==> src/rtl/dma_pkg.sv <==
package dma_pkg;

  typedef struct packed {
    logic [1:0] dst_inc;
    logic [1:0] dst_sz;
    logic [1:0] src_inc;
    logic [1:0] src_sz;
    logic [5:0] rsvd;
    logic [3:0] grp_code;
    logic [9:0] cnt_m1;
    logic       nxt_burst;
    logic [2:0] mode;
  } ctl_word_t;

  localparam logic [2:0] MODE_STOP  = 3'd0;
  localparam logic [2:0] MODE_BASIC = 3'd1;
  localparam logic [2:0] MODE_AUTO  = 3'd2;

  localparam logic [1:0] INC_NONE = 2'd3;

  typedef enum logic [2:0] {
    S_IDLE,
    S_FETCH_REQ,
    S_FETCH_WAIT,
    S_CHECK,
    S_RD_REQ,
    S_RD_WAIT,
    S_WR_REQ,
    S_WB_REQ
  } eng_state_t;

  function automatic logic [31:0] size_mask(input logic [1:0] sz);
    case (sz)
      2'd0:    size_mask = 32'h0000_00FF;
      2'd1:    size_mask = 32'h0000_FFFF;
      default: size_mask = 32'hFFFF_FFFF;
    endcase
  endfunction

endpackage

==> src/rtl/dma_ctl_check.sv <==
module dma_ctl_check #(
  parameter int CW = 11
) (
  input  logic [1:0]    src_sz,
  input  logic [1:0]    dst_sz,
  input  logic [1:0]    src_inc,
  input  logic [1:0]    dst_inc,
  input  logic [3:0]    grp_code,
  input  logic [2:0]    mode,
  output logic          is_stop,
  output logic          is_auto,
  output logic          cfg_bad,
  output logic [CW-1:0] grp_len
);
  import dma_pkg::*;

  localparam int          CAP_CODE = CW - 1;
  localparam logic [3:0]  CAP_C4   = 4'(CAP_CODE);

  logic [3:0] code_eff;
  logic       size_bad;
  logic       inc_bad;
  logic       mode_bad;

  always_comb begin
    code_eff = (grp_code > CAP_C4) ? CAP_C4 : grp_code;
    grp_len  = CW'(1) << code_eff;
    is_stop  = (mode == MODE_STOP);
    is_auto  = (mode == MODE_AUTO);
    mode_bad = (mode != MODE_BASIC) && (mode != MODE_AUTO);
    size_bad = (src_sz != dst_sz) || (src_sz == 2'd3);
    inc_bad  = ((src_inc != INC_NONE) && (src_inc < src_sz)) ||
               ((dst_inc != INC_NONE) && (dst_inc < dst_sz));
    cfg_bad  = mode_bad || size_bad || inc_bad;
  end

endmodule

==> src/rtl/dma_addr_gen.sv <==
module dma_addr_gen #(
  parameter int AW = 32,
  parameter int CW = 11
) (
  input  logic [AW-1:0] end_ptr,
  input  logic [1:0]    inc,
  input  logic [CW-1:0] remaining,
  output logic [AW-1:0] addr
);
  import dma_pkg::*;

  logic [AW-1:0] back_items;
  logic [AW-1:0] back_bytes;

  always_comb begin
    back_items = AW'(remaining - CW'(1));
    back_bytes = back_items << inc;
    addr       = (inc == INC_NONE) ? end_ptr : (end_ptr - back_bytes);
  end

endmodule

==> src/rtl/dma_chan_engine.sv <==
module dma_chan_engine #(
  parameter int AW       = 32,
  parameter int DW       = 32,
  parameter int CHAN_IDX = 0
) (
  input  logic          clk,
  input  logic          rst_n,
  input  logic          start_req,
  input  logic [AW-1:0] table_base,
  input  logic          use_alt,
  output logic          done,
  output logic          cfg_err,
  output logic          mem_req_valid,
  input  logic          mem_req_ready,
  output logic          mem_req_write,
  output logic [AW-1:0] mem_req_addr,
  output logic [1:0]    mem_req_size,
  output logic [DW-1:0] mem_req_wdata,
  input  logic          mem_rsp_valid,
  input  logic [DW-1:0] mem_rsp_rdata
);
  import dma_pkg::*;

  localparam int          CNT_W      = 10;
  localparam int          CW         = CNT_W + 1;
  localparam logic [AW-1:0] STRIDE   = AW'(16);
  localparam logic [AW-1:0] ALT_OFS  = AW'(32'h200);
  localparam logic [AW-1:0] CHAN_OFS = AW'(CHAN_IDX) * STRIDE;
  localparam logic [1:0]  WORD_SZ    = 2'd2;

  eng_state_t    state_q;
  logic [1:0]    fidx_q;
  logic [AW-1:0] entry_q;
  logic [AW-1:0] src_end_q;
  logic [AW-1:0] dst_end_q;
  ctl_word_t     ctl_q;
  logic [CW-1:0] rem_q;
  logic [CW-1:0] grp_q;
  logic [DW-1:0] data_q;
  logic          done_q;
  logic          err_q;

  logic          is_stop;
  logic          is_auto;
  logic          cfg_bad;
  logic [CW-1:0] grp_len;
  logic [AW-1:0] src_addr;
  logic [AW-1:0] dst_addr;
  logic [CW-1:0] total_cnt;
  logic [CW-1:0] first_grp;
  logic [CW-1:0] next_grp;
  ctl_word_t     wb_word;
  logic          hs;
  logic [DW-1:0] item_mask;

  dma_ctl_check #(.CW(CW)) u_check (
    .src_sz   (ctl_q.src_sz),
    .dst_sz   (ctl_q.dst_sz),
    .src_inc  (ctl_q.src_inc),
    .dst_inc  (ctl_q.dst_inc),
    .grp_code (ctl_q.grp_code),
    .mode     (ctl_q.mode),
    .is_stop  (is_stop),
    .is_auto  (is_auto),
    .cfg_bad  (cfg_bad),
    .grp_len  (grp_len)
  );

  dma_addr_gen #(.AW(AW), .CW(CW)) u_src_addr (
    .end_ptr   (src_end_q),
    .inc       (ctl_q.src_inc),
    .remaining (rem_q),
    .addr      (src_addr)
  );

  dma_addr_gen #(.AW(AW), .CW(CW)) u_dst_addr (
    .end_ptr   (dst_end_q),
    .inc       (ctl_q.dst_inc),
    .remaining (rem_q),
    .addr      (dst_addr)
  );

  always_comb begin
    total_cnt = CW'(ctl_q.cnt_m1) + CW'(1);
    first_grp = (grp_len < total_cnt) ? grp_len : total_cnt;
    next_grp  = (grp_len < rem_q) ? grp_len : rem_q;
    item_mask = DW'(size_mask(ctl_q.src_sz));
    wb_word   = ctl_q;
    if (rem_q == '0) begin
      wb_word.cnt_m1 = '0;
      wb_word.mode   = MODE_STOP;
    end else begin
      wb_word.cnt_m1 = CNT_W'(rem_q - CW'(1));
    end
  end

  // request channel: every field comes from registered state only
  always_comb begin
    mem_req_valid = 1'b0;
    mem_req_write = 1'b0;
    mem_req_addr  = '0;
    mem_req_size  = WORD_SZ;
    mem_req_wdata = '0;
    case (state_q)
      S_FETCH_REQ: begin
        mem_req_valid = 1'b1;
        mem_req_addr  = entry_q + AW'({fidx_q, 2'b00});
      end
      S_RD_REQ: begin
        mem_req_valid = 1'b1;
        mem_req_addr  = src_addr;
        mem_req_size  = ctl_q.src_sz;
      end
      S_WR_REQ: begin
        mem_req_valid = 1'b1;
        mem_req_write = 1'b1;
        mem_req_addr  = dst_addr;
        mem_req_size  = ctl_q.dst_sz;
        mem_req_wdata = data_q;
      end
      S_WB_REQ: begin
        mem_req_valid = 1'b1;
        mem_req_write = 1'b1;
        mem_req_addr  = entry_q + AW'(8);
        mem_req_wdata = DW'(wb_word);
      end
      default: ;
    endcase
  end

  assign hs = mem_req_valid && mem_req_ready;

  always_ff @(posedge clk) begin
    if (!rst_n) begin
      state_q   <= S_IDLE;
      fidx_q    <= '0;
      entry_q   <= '0;
      src_end_q <= '0;
      dst_end_q <= '0;
      ctl_q     <= '0;
      rem_q     <= '0;
      grp_q     <= '0;
      data_q    <= '0;
      done_q    <= 1'b0;
      err_q     <= 1'b0;
    end else begin
      done_q <= 1'b0;
      err_q  <= 1'b0;
      case (state_q)
        S_IDLE: begin
          if (start_req) begin
            entry_q <= table_base + CHAN_OFS + (use_alt ? ALT_OFS : '0);
            fidx_q  <= '0;
            state_q <= S_FETCH_REQ;
          end
        end
        S_FETCH_REQ: begin
          if (hs) state_q <= S_FETCH_WAIT;
        end
        S_FETCH_WAIT: begin
          if (mem_rsp_valid) begin
            case (fidx_q)
              2'd0:    src_end_q <= AW'(mem_rsp_rdata);
              2'd1:    dst_end_q <= AW'(mem_rsp_rdata);
              default: begin
                ctl_q      <= ctl_word_t'(mem_rsp_rdata);
                ctl_q.rsvd <= '0;
              end
            endcase
            if (fidx_q == 2'd2) begin
              state_q <= S_CHECK;
            end else begin
              fidx_q  <= fidx_q + 2'd1;
              state_q <= S_FETCH_REQ;
            end
          end
        end
        S_CHECK: begin
          if (is_stop) begin
            state_q <= S_IDLE;
          end else if (cfg_bad) begin
            err_q   <= 1'b1;
            state_q <= S_IDLE;
          end else begin
            rem_q   <= total_cnt;
            grp_q   <= first_grp;
            state_q <= S_RD_REQ;
          end
        end
        S_RD_REQ: begin
          if (hs) state_q <= S_RD_WAIT;
        end
        S_RD_WAIT: begin
          if (mem_rsp_valid) begin
            data_q  <= mem_rsp_rdata & item_mask;
            state_q <= S_WR_REQ;
          end
        end
        S_WR_REQ: begin
          if (hs) begin
            rem_q <= rem_q - CW'(1);
            grp_q <= grp_q - CW'(1);
            if (rem_q == CW'(1) || grp_q == CW'(1)) state_q <= S_WB_REQ;
            else                                     state_q <= S_RD_REQ;
          end
        end
        S_WB_REQ: begin
          if (hs) begin
            if (rem_q == '0) begin
              done_q  <= 1'b1;
              state_q <= S_IDLE;
            end else if (is_auto) begin
              grp_q   <= next_grp;
              state_q <= S_RD_REQ;
            end else begin
              state_q <= S_IDLE;
            end
          end
        end
        default: state_q <= S_IDLE;
      endcase
    end
  end

  assign done    = done_q;
  assign cfg_err = err_q;

endmodule

==> config.mk <==
export PLATFORM = sky130hd
export DESIGN_NAME = dma_chan_engine
export DESIGN_NICKNAME = d
export VERILOG_FILES = /design/src/rtl/dma_pkg.sv /design/src/rtl/dma_ctl_check.sv /design/src/rtl/dma_addr_gen.sv /design/src/rtl/dma_chan_engine.sv
export SDC_FILE = /design/constraint.sdc
export NUM_CORES = 1
export LEC_CHECK = 0
export BUFFER_PORTS_ARGS = -buffer_cell sky130_fd_sc_hd__clkbuf_2
export CORE_ASPECT_RATIO = 0.8
export CORE_MARGIN = 4
export CORE_UTILIZATION = 60
export CTS_CLUSTER_DIAMETER = 30
export DETAILED_ROUTE_END_ITERATION = 6
export PLACE_DENSITY_LB_ADDON = 0.05
export SLEW_MARGIN = 20
export SYNTH_ARGS = -nofsm -noshare
export SYNTH_HDL_FRONTEND = slang
export SYNTH_SLANG_ARGS = --single-unit
export TNS_END_PERCENT = 50
==> constraint.sdc <==
create_clock -name clk -period 9.1 [get_ports clk]
set_input_delay 0.91 -clock clk [delete_from_list [all_inputs] [get_ports clk]]
set_output_delay 0.91 -clock clk [all_outputs]
set_load 0.02 [all_outputs]
==> impl_metrics.yaml <==
timing:
  clock_skew_ps: 19.0
  worst_hold_slack_ps: 468
  hold_viol_final: 0
  setup_viol: 0
  drv_slew: 0
  period_share: 0.723
  rsz0062_at_grt: "false"
  final.min_clock_period_ps: 6580
  tns_ps: 0
  relSlewSlack: 0.219
  max_slew.worst_pin.slew_ps: 1160
  fmax_mhz: 152
job:
  drv_cap: 0
synth:
  synth_edf_count: 0
  ys.flop_type: "dfxtp_1"
  ys_ff_latch: 183
  synth_area_um2: 15100
  syn_nets: 2247
  synth-async-reset-ratio: 0
  ys_warn_count: 0
  ys_seq_area_frac: 0.242
  synth_cell_types: 76
  avgSynthCellArea_um2: 7.29
  syn_inst: 2077
floorplanning:
  die_y_um: 150
  initial_utilization: 0.617
  core_region_area_um2: 24600
  die_w_um: 186
  die_area_um2: 27900
  io_pins: 140
  fp-row-count: 51
drt:
  via_per_inst: 6.58
  drt-initial-drc-count: 2454
  route.detailed.drc: 1
  wire_per_inst_um: 21.7
  vias: 16200
  routed_wirelength_um: 53500
  ant_nets: 0
  dr.pass1.iters: 7
setup_path:
  max_stage_delay_ps: 710
  cp_slowest_cell: "nor2b_1"
  critPathBufInv: 4
  cp_top_family: "simple AND/OR/NAND/NOR gates"
  r2r_start: "ctl_q[4]$_SDFFE_PN0P_"
  crit_path_frequent_cell: "nor2b_1"
  r2r_setup_slack_ps: 4870
  start_kind: "register"
  endpoint_kind: "output port"
  r2r_cells: 13
  worstPathCellList: "inv_2, nand4_1, nor4_1, nor2b_1, inv_1, buf_4, nand2_1, o21ai_0, ha_1, nor2b_1, and3_1, a21oi_1, a21bo_1, a221o_1, a31oi_1, mux2i_1, xnor2_1, o21ai_1, clkbuf_2"
  crit_required_ps: 8190
  arrival_ps: 5670
  critPathMaxFanout: 40
  timing.rr.end: "grp_q[10]$_SDFFE_PN0P_"
  path_class: "register to output port"
power_and_ir_drop:
  ir_worst_vdd_mv: 0.130
  seqPwrFrac: 0.444
  powerDensity_nw_per_um2: 117
  p_leak_nw: 6.85
  p_switching_uw: 614
  p_comb_frac: 0.151
  switching_share: 0.317
  clkPwrFrac: 0.405
  internal_power_mw: 1.32
finish:
  drive_above_1_share: 0.102
  final_common_cell: "nand2_1"
  post-route-cell-area_um2: 16600
  final_cell_mix: "427 x nand2_1, 182 x dfxtp_1, 143 x a21boi_0, 138 x clkbuf_2, 116 x a21oi_1"
  area_delta_synth_final_pct: 9.27
  fin_nets: 2298
  num_antenna_cells: 0
placed_design:
  hpwl_um: 39700
  port_buffers: 139
  placed_cell_area_um2: 15900
  gp_congestion: 1.02
clocking:
  numCtsBuffers: 17
  ctsResizeCount: 0
  cts_hold_buf: 0
  postCtsSetupBuffers: 0
  clock_latency_ps: 450
  clock-sinks: 183
  clkTransAtPathRegs_ps: 80
  root_buffer: "clkbuf_16"
  htreeDepth: 4
  cts_buffer_depth: 2
  cts_tree: "done"
grt:
  grt_pass1_vias: 14400
  antenna_found_initial: 0
  grt_pass1_wl_um: 82100
  grt_util_all_layers: 0.377
  grt_overflow: 0
  grt_max_degree: 125
hold_path:
  hold_path.class: "register to register"
  worstHoldPathCells: 2
  worstHoldEndpoint: "data_q[21]$_SDFFE_PN0P_"
  hp-start: "data_q[21]$_SDFFE_PN0P_"
outcome:
  violations: "design-rule violations"
  status: "finished with violations"
-- final cells by class --
type | instances | area, µm²
fillers | 2194 | 8020
well taps | 318 | 398
clock buffers | 17 | 425
multi-input cells | 1714 | 10800
repair buffers | 161 | 863
clock inverters | 15 | 186
inverters | 51 | 191
flip-flops and latches | 183 | 3660
-- per-layer routing --
layer / vias to the layer above / GRT usage / part of all wire / routed length, µm
met4: 0 / 0.116 / 0.031 / 1670
li1: 7556 / - / - / -
met5: - / 0 / 0 / 0
met3: 93 / 0.124 / 0.15 / 8080
met1: 7505 / 0.575 / 0.44 / 23300
met2: 1019 / 0.494 / 0.38 / 20400
-- power by group through the flow --
stage	Clock (mW)	Combinational, mW	Sequential, mW
6_report	0.784	0.293	0.859
4_1_cts	0.785	0.285	0.857
3_5_place_dp	0	0.283	0.876
3_3_place_gp	0	0.279	0.874
5_1_grt	0.824	0.315	0.862
2_1_floorplan	0	0.188	0.862
-- metrics by stage --
stage,utilization,worst slack [ps],power (mW),std cells
6_report,0.674,2520,1.94,2459
5_1_grt,0.674,2230,2.00,2459
4_1_cts,0.673,2660,1.93,2459
3_5_place_dp,0.648,3160,1.16,2427
3_3_place_gp,0.648,3170,1.15,2427
2_1_floorplan,-,3900,1.05,2077
-- synth_stat cells, drive strengths merged, types with 11 or more instances --
library cell,number,area share
nand2b,19,0.0078
a31oi,23,0.010
and3,36,0.015
a21oi,118,0.040
o211ai,20,0.010
a21boi,148,0.073
and2,11,0.0046
buf,17,0.0050
nand2,427,0.11
inv,51,0.013
clkbuf,112,0.028
o211a,21,0.014
a211oi,21,0.011
nor3,38,0.013
dfxtp,183,0.24
mux2i,47,0.031
xnor2,57,0.033
o21ai,129,0.043
a221oi,12,0.0069
nand4,19,0.0078
nor2,113,0.028
a22oi,19,0.0094
xor2,41,0.024
nor2b,26,0.011
nand3,84,0.028
o21a,15,0.0074
ha,97,0.080
a21o,42,0.021
and4,11,0.0065
-- state kept, by name, summed over array words and instances (netlist names) --
name	cells
cfg_err	1
ctl_q	26
data_q	32
done	1
dst_end_q	32
entry_q	32
fidx_q	2
grp_q	11
rem_q	11
src_end_q	32
state_q	3
-- worst register-to-register path, cell delays in order (launching register included) --
cell,delay [ps]
dfxtp_1,530
ha_1,260
nand3_1,110
xor2_1,460
ha_1,350
a21o_1,160
a21o_1,170
a21o_1,170
a21o_1,170
a211o_1,320
a211oi_4,680
o21ai_0,400
a22oi_1,240
o21ai_1,80
-- how the worst max path moves through the flow --
stage / startpoint / end / cells past startpoint
after detailed placement: rem_q[4]$_SDFFE_PN0P_ / mem_req_addr[31] / 20
final: rem_q[4]$_SDFFE_PN0P_ / mem_req_addr[31] / 19
after CTS: rem_q[4]$_SDFFE_PN0P_ / mem_req_addr[31] / 20
after global placement: rem_q[4]$_SDFFE_PN0P_ / mem_req_addr[31] / 20
after global routing: rem_q[4]$_SDFFE_PN0P_ / mem_req_addr[31] / 20
after floorplan: rem_q[4]$_SDFFE_PN0P_ / mem_req_addr[31] / 19
-- cells by family (layout without fill, tap and decap cells) --
kind of cell	after synthesis	after routing	share of synthesized area
AOI/OAI and AO/OA	650	650	0.292
xor gates and xnor gates	98	98	0.0567
adders and majority gates	100	100	0.0841
buffers and inverters	180	244	0.0454
DFF	183	183	0.242
muxes	53	53	0.0400
and+or+nand+nor	813	813	0.240
No activity file was read; power rests on OpenSTA's default activity.
